## src/rtl/log_vol_pkg.sv

```systemverilog
package log_vol_pkg;

  // 20*log10(2) in Q16
  localparam longint DB_PER_OCT_Q16 = 64'd394566;

  typedef enum logic [2:0] {
    ST_IDLE,
    ST_LOAD,
    ST_DIV,
    ST_WR_PRE,
    ST_WR_UPD
  } lvc_state_e;

  // log2(v) in Q16, bitwise squaring method, v >= 1
  function automatic longint log2_q16(input longint v);
    longint m;
    longint r;
    int     n;
    n = 0;
    for (int i = 0; i < 40; i++)
      if ((v >> i) != 0) n = i;
    m = v << (30 - n);
    r = longint'(n) << 16;
    for (int b = 15; b >= 0; b--) begin
      m = (m * m) >> 30;
      if (m >= (longint'(1) << 31)) begin
        r = r + (longint'(1) << b);
        m = m >> 1;
      end
    end
    return r;
  endfunction

  // rounded 20*log10(full/x), saturating at sat
  function automatic int db_entry(input int x, input int full, input int sat);
    longint d;
    longint p;
    int     y;
    if (x == 0) return sat;
    d = log2_q16(longint'(full)) - log2_q16(longint'(x));
    p = d * DB_PER_OCT_Q16 + (longint'(1) << 31);
    y = int'(p >>> 32);
    return (y > sat) ? sat : y;
  endfunction

endpackage

```

## src/rtl/lvc_db_rom.sv

```systemverilog
module lvc_db_rom #(
  parameter int IDX_W  = 8,
  parameter int CODE_W = 7
) (
  input  logic [IDX_W-1:0]  idx_i,
  output logic [CODE_W-1:0] code_o
);
  import log_vol_pkg::*;

  localparam int DEPTH = 1 << IDX_W;
  localparam int FULL  = DEPTH - 1;
  localparam int SAT   = (1 << CODE_W) - 1;

  logic [CODE_W-1:0] tab [DEPTH];

  for (genvar g = 0; g < DEPTH; g++) begin : g_ent
    localparam int ENT = db_entry(g, FULL, SAT);
    assign tab[g] = CODE_W'(ENT);
  end

  assign code_o = tab[idx_i];
endmodule

```

## src/rtl/lvc_seq_div.sv

```systemverilog
module lvc_seq_div #(
  parameter int DIVIDEND_W = 14,
  parameter int DIVISOR_W  = 7,
  parameter int DIVISOR    = 127
) (
  input  logic                  clk_i,
  input  logic                  rst_ni,
  input  logic                  start_i,
  input  logic [DIVIDEND_W-1:0] dividend_i,
  output logic                  valid_o,
  output logic [DIVIDEND_W-1:0] quot_o
);
  localparam int CNT_W = $clog2(DIVIDEND_W + 1);
  localparam logic [DIVISOR_W:0] DIV_V = (DIVISOR_W + 1)'(DIVISOR);

  logic [DIVISOR_W-1:0]  rem_q;
  logic [DIVIDEND_W-1:0] quot_q;
  logic [CNT_W-1:0]      cnt_q;
  logic                  run_q, valid_q;
  logic [DIVISOR_W:0]    rem_sh, rem_nx;
  logic                  ge;

  always_comb begin
    rem_sh = {rem_q, quot_q[DIVIDEND_W-1]};
    ge     = rem_sh >= DIV_V;
    rem_nx = ge ? rem_sh - DIV_V : rem_sh;
  end

  always_ff @(posedge clk_i or negedge rst_ni) begin
    if (!rst_ni) begin
      rem_q   <= '0;
      quot_q  <= '0;
      cnt_q   <= '0;
      run_q   <= 1'b0;
      valid_q <= 1'b0;
    end else if (start_i) begin
      rem_q   <= '0;
      quot_q  <= dividend_i;
      cnt_q   <= CNT_W'(DIVIDEND_W);
      run_q   <= 1'b1;
      valid_q <= 1'b0;
    end else if (run_q) begin
      quot_q <= {quot_q[DIVIDEND_W-2:0], ge};
      rem_q  <= rem_nx[DIVISOR_W-1:0];
      cnt_q  <= cnt_q - 1'b1;
      if (cnt_q == CNT_W'(1)) begin
        run_q   <= 1'b0;
        valid_q <= 1'b1;
      end
    end
  end

  assign valid_o = valid_q;
  assign quot_o  = quot_q;
endmodule

```

## src/rtl/log_vol_combiner.sv

```systemverilog
module log_vol_combiner #(
  parameter int NUM_DAC   = 8,
  parameter int LVL_W     = 7,
  parameter int WORD_W    = 16,
  parameter int MUTE_BIT  = 15,
  parameter int ADDR_W    = 7,
  parameter int DATA_W    = 9,
  parameter int BASE_ADDR = 0,
  parameter int IDX_W     = 8,
  localparam int SEL_W    = $clog2(NUM_DAC)
) (
  input  logic                      clk_i,
  input  logic                      rst_ni,
  input  logic                      start_i,
  input  logic                      sweep_i,
  input  logic [SEL_W-1:0]          chan_sel_i,
  input  logic [NUM_DAC*WORD_W-1:0] chan_words_i,
  input  logic [WORD_W-1:0]         master_word_i,
  output logic                      wr_valid_o,
  input  logic                      wr_ready_i,
  output logic [ADDR_W-1:0]         wr_addr_o,
  output logic [DATA_W-1:0]         wr_data_o,
  output logic                      busy_o,
  output logic                      done_o
);
  import log_vol_pkg::*;

  localparam int PROD_W = 2 * LVL_W;
  localparam int FULL_LVL = (1 << LVL_W) - 1;
  localparam logic [LVL_W-1:0] FULL_CODE = LVL_W'(FULL_LVL);
  localparam logic [DATA_W-1:0] UPD_FLAGS = DATA_W'(3) << (DATA_W - 2);

  lvc_state_e          state_q;
  logic [SEL_W-1:0]    sel_q;
  logic                sweep_q, mute_q, done_q;
  logic [LVL_W-1:0]    code_q;
  logic [WORD_W-1:0]   cur_word;
  logic [PROD_W-1:0]   product;
  logic                div_valid;
  logic [PROD_W-1:0]   quot;
  logic [LVL_W-1:0]    rom_code;
  logic                wr_fire;
  logic                last_chan;
  logic                unused_bits;

  assign cur_word  = chan_words_i[sel_q*WORD_W +: WORD_W];
  assign product   = PROD_W'(cur_word[LVL_W-1:0]) * PROD_W'(master_word_i[LVL_W-1:0]);
  assign wr_fire   = wr_valid_o && wr_ready_i;
  assign last_chan = !sweep_q || (int'(sel_q) + 2 >= NUM_DAC);
  assign unused_bits = ^quot[PROD_W-1:IDX_W] ^ ^master_word_i[MUTE_BIT-1:LVL_W];

  lvc_seq_div #(
    .DIVIDEND_W(PROD_W),
    .DIVISOR_W (LVL_W),
    .DIVISOR   (FULL_LVL)
  ) u_div (
    .clk_i     (clk_i),
    .rst_ni    (rst_ni),
    .start_i   (state_q == ST_LOAD),
    .dividend_i(product),
    .valid_o   (div_valid),
    .quot_o    (quot)
  );

  lvc_db_rom #(
    .IDX_W (IDX_W),
    .CODE_W(LVL_W)
  ) u_rom (
    .idx_i (quot[IDX_W-1:0]),
    .code_o(rom_code)
  );

  always_ff @(posedge clk_i or negedge rst_ni) begin
    if (!rst_ni) begin
      state_q <= ST_IDLE;
      sel_q   <= '0;
      sweep_q <= 1'b0;
      mute_q  <= 1'b0;
      code_q  <= '0;
      done_q  <= 1'b0;
    end else begin
      done_q <= 1'b0;
      unique case (state_q)
        ST_IDLE: if (start_i) begin
          sel_q   <= chan_sel_i;
          sweep_q <= sweep_i;
          state_q <= ST_LOAD;
        end
        ST_LOAD: begin
          mute_q  <= cur_word[MUTE_BIT] | master_word_i[MUTE_BIT];
          state_q <= ST_DIV;
        end
        ST_DIV: if (div_valid) begin
          code_q  <= mute_q ? '0 : FULL_CODE - rom_code;
          state_q <= ST_WR_PRE;
        end
        ST_WR_PRE: if (wr_fire) state_q <= ST_WR_UPD;
        ST_WR_UPD: if (wr_fire) begin
          if (last_chan) begin
            done_q  <= 1'b1;
            state_q <= ST_IDLE;
          end else begin
            sel_q   <= sel_q + SEL_W'(2);
            state_q <= ST_LOAD;
          end
        end
        default: state_q <= ST_IDLE;
      endcase
    end
  end

  assign wr_valid_o = (state_q == ST_WR_PRE) || (state_q == ST_WR_UPD);
  assign wr_addr_o  = ADDR_W'(BASE_ADDR) + ADDR_W'(sel_q);
  assign wr_data_o  = (state_q == ST_WR_UPD) ? (DATA_W'(code_q) | UPD_FLAGS) : DATA_W'(code_q);
  assign busy_o     = state_q != ST_IDLE;
  assign done_o     = done_q;
endmodule

```

## config.mk

```make
export PLATFORM = sky130hd
export DESIGN_NAME = log_vol_combiner
export DESIGN_NICKNAME = d
export VERILOG_FILES = /design/src/rtl/log_vol_pkg.sv /design/src/rtl/lvc_db_rom.sv /design/src/rtl/lvc_seq_div.sv /design/src/rtl/log_vol_combiner.sv
export SDC_FILE = /design/constraint.sdc
export NUM_CORES = 1
export LEC_CHECK = 0
export ABC_AREA = 1
export BUFFER_PORTS_ARGS = -buffer_cell sky130_fd_sc_hd__buf_4
export CORE_UTILIZATION = 47
export DETAILED_ROUTE_END_ITERATION = 10
export PLACE_DENSITY = 0.83
export SKIP_LAST_GASP = 1
export SLEW_MARGIN = 20
export SYNTH_ARGS = -nofsm -noshare
export SYNTH_HDL_FRONTEND = slang
export SYNTH_SLANG_ARGS = --single-unit
```

## constraint.sdc

```tcl
create_clock -name clk_i -period 4 [get_ports clk_i]
set_input_delay 0 -clock clk_i [delete_from_list [all_inputs] [get_ports clk_i]]
set_output_delay 0 -clock clk_i [all_outputs]
set_load 0.02 [all_outputs]
```

==> flow_summary.yaml <==
worst_setup_path:
  crit_arrival_ps: 4800
  cp_max_fo: 6
  critical_path_class: "reg -> reg"
  cp-end-kind: "register"
  crit_required_ps: 4180
  start_kind: "register"
clocking:
  tritoncts: "yes"
  clk_pin_slew_ps: 80
  clockRootBuffer: "clkbuf_8"
  cts_buffers: 5
  cts_sinks: 43
  cts_buffer_depth: 2
  insertion_delay_ps: 290
  htree_num_levels: 2
sta:
  period_needed_ps: 4620
  final_max_slew_viol_count: 0
  max_freq_ghz: 0.216
  tightest_slew_ps: 561
  rsz0062_at_grt: "true"
  finalHoldViolCount: 0
  setup_ws_ps: -619
  fin_worst_skew_ps: 11.4
  relSlewSlack_pct: 62.5
  whs_ps: 10.7
  post-route-period-util_pct: 115
  final-setup-viol-count: 10
power:
  power_mw: 1.81
  pwr_density_cell_nw_per_um2: 273
  cellLeakagePower_nw: 3.47
  peakVddDrop_uv: 237
global_routing:
  gr-total-overflow: 0
  grt_pass1_vias: 5182
  grt_use_total_pct: 25.1
  antenna_found_initial: 0
  grt_pass1_wl_mm: 23.0
  grt_max_degree: 44
routing:
  firstDrtPassIters: 5
  first_iter_violations: 530
  via_count: 5555
  drc: 0
  post_drt_wl_per_cell_um: 14.9
  avgViaCountPerCell: 5.60
  ant_nets: 0
  routed_wl_mm: 14.8
min_path:
  hold_path_class: "in -> reg"
floorplanning:
  die_x_um: 104
  start_util_pct: 49.4
  fp.coreArea_um2: 9950
  ios: 171
  rows: 36
  die-area_um2: 10900
  die_h_um: 104
yosys:
  synth_warnings: 0
  syn-mean-instance-area_um2: 6.76
  yosysSeqAreaShare_pct: 21.9
  syn_area_um2: 4920
  synth_area_leaders: "dfrtp_1, nand2_1, ha_1, fa_1, nor2_1"
  syn-instance-count: 728
  yosys.area.top_type: "dfrtp_1"
  synth_top_area_share_pct: 21.9
  synth_cell_types: 42
  synth-seq-cells: 43
run_status:
  status: "finished, violations left"
  violations: "setup timing"
placement:
  finalWeightedCongestion: 0.963
  post_dp_cell_area_um2: 6010
  place_hpwl_mm: 10.2
  portBuffers: 94
  dp.cells: 972
cells_and_area:
  final_nets: 1080
  antennaDiodeCount: 0
  fillers: 781
  postLayoutCellArea_um2: 6650
  drive_gt1_share_pct: 29.1
  final_cells: 992
  area.growth.synth_to_final_pct: 35.3
  postLayoutCoreUtil_pct: 66.8
run:
  drv_cap: 0
synthesized netlist by cell type (all sizes together):
master	number
nand3b	1
nand2	189
a21oi	26
ha	46
dfrtp	43
clkbuf	2
o221ai	12
o211ai	3
a31oi	2
o21bai	1
o22ai	10
xor2	2
nor4	1
nor2	108
fa	24
buf	25
conb	1
inv	91
a31o	1
xnor2	2
mux2	1
a22oi	1
o21ai	64
nand3	50
and3	1
nand4	6
a21o	2
clkinv	4
or2	4
nor3	5
cell usage in the layout (no fill, tap or decap), types with 10 or more instances in the layout:
master / synthesis / layout
nor2_1: 105 / 91
a21oi_1: 26 / 22
nand2_2: 3 / 20
dfrtp_1: 43 / 41
inv_2: 12 / 15
ha_1: 46 / 36
nand3_1: 47 / 40
fa_1: 24 / 24
inv_1: 79 / 72
nand2_1: 186 / 165
o22ai_1: 10 / 10
o21ai_0: 49 / 38
buf_4: 9 / 130
o21ai_1: 14 / 23
layout make-up:
cell class	count	area, um^2	share of cell area, %
Sequential cell	43	1080	16.2
Timing Repair Buffer	146	1230	18.5
Tap cell	133	166	2.50
Timing Repair inverter	1	8.76	0.132
Clock inverter	2	35.0	0.527
Multi-Input combinational cell	566	3670	55.2
Inverter	95	377	5.66
Clock buffer	6	82.6	1.24
report_power, final:
part           leakage, nW  switching, mW  internal (mW)  total (mW)
Clock               0.0612          0.149          0.202       0.351
Sequential           0.507              0          0.434       0.434
Combinational         2.90          0.555          0.473        1.03
worst paths after layout:
| kind | endpoint | slack (ps) | from | cells after the start |
|---|---|---|---|---|
| setup / recovery | u_div.quot_o[11] | -620 | sel_q[0] | 21 |
| hold / removal | sel_q[0] | 10 | chan_sel_i[0] | 3 |
| setup reg to reg | u_div.quot_o[11] | -620 | sel_q[0] | 21 |
| hold reg to reg | code_q[6] | 490 | code_q[6] | 2 |
| max in group asynchronous | sel_q[0] | 3320 | rst_ni | 2 |
| min in group asynchronous | code_q[0] | 230 | rst_ni | 2 |
flip-flops by register name, indices dropped and copies added, names as in the netlist:
name / count
sweep_q: 1
u_div.cnt_q: 4
u_div.valid_o: 1
sel_q: 3
u_div.rem_q: 7
state_q: 3
mute_q: 1
done_o: 1
code_q: 7
u_div.run_q: 1
u_div.quot_o: 14
per-stage QoR:
stage	setup TNS (ps)	setup slack, ps
CTS	-2270	-346
floorplan	-672	-137
global route	-5690	-709
finish	-4490	-619
global placement	-2000	-314
detailed placement	-2650	-376
logic make-up (layout without fill, tap and decap cells):
family | count (synthesis) | in the layout | synth area share, %
buffers and inverters | 122 | 250 | 10.5
DFF | 43 | 43 | 21.9
and+or+nand+nor | 365 | 365 | 30.8
other | 1 | 4 | 0.0762
xor gates and xnor gates | 4 | 4 | 0.712
muxes | 1 | 1 | 0.229
adders and majority gates | 70 | 70 | 21.5
AOI/OAI and AO/OA | 122 | 122 | 14.3
critical path: stages (launching register included):
cell       delay (ps)
dfrtp_4           570
clkbuf_16         200
o21ai_1           100
o221ai_2          280
nand2_2            90
inv_2              70
nand2_2            50
fa_1              460
fa_1              530
inv_2              40
fa_1              530
inv_2              50
fa_1              520
inv_2              50
ha_4              300
nand2_4            80
a21oi_1           170
o21ai_1           110
nand3_1           100
nand2_1            60
nand3_1            80
nand2_1            60
metal layers:
metal	track usage [%]	wire length (um)
met5	0	0
met4	6.02	607
met3	2.26	1170
met2	42.8	6910
met1	34.3	6100
timing repair:
action / CTS / global route
endpoints found under the hold margin: 46 / 0
pin swaps: 3 / 42
resized for setup: 13 / 83
endpoints found under the setup margin: 10 / 10
cloned: 1 / 2
buffers inserted: 2 / 3
hold buffers: 4 / 0
No activity file was read; power rests on OpenSTA's default activity.
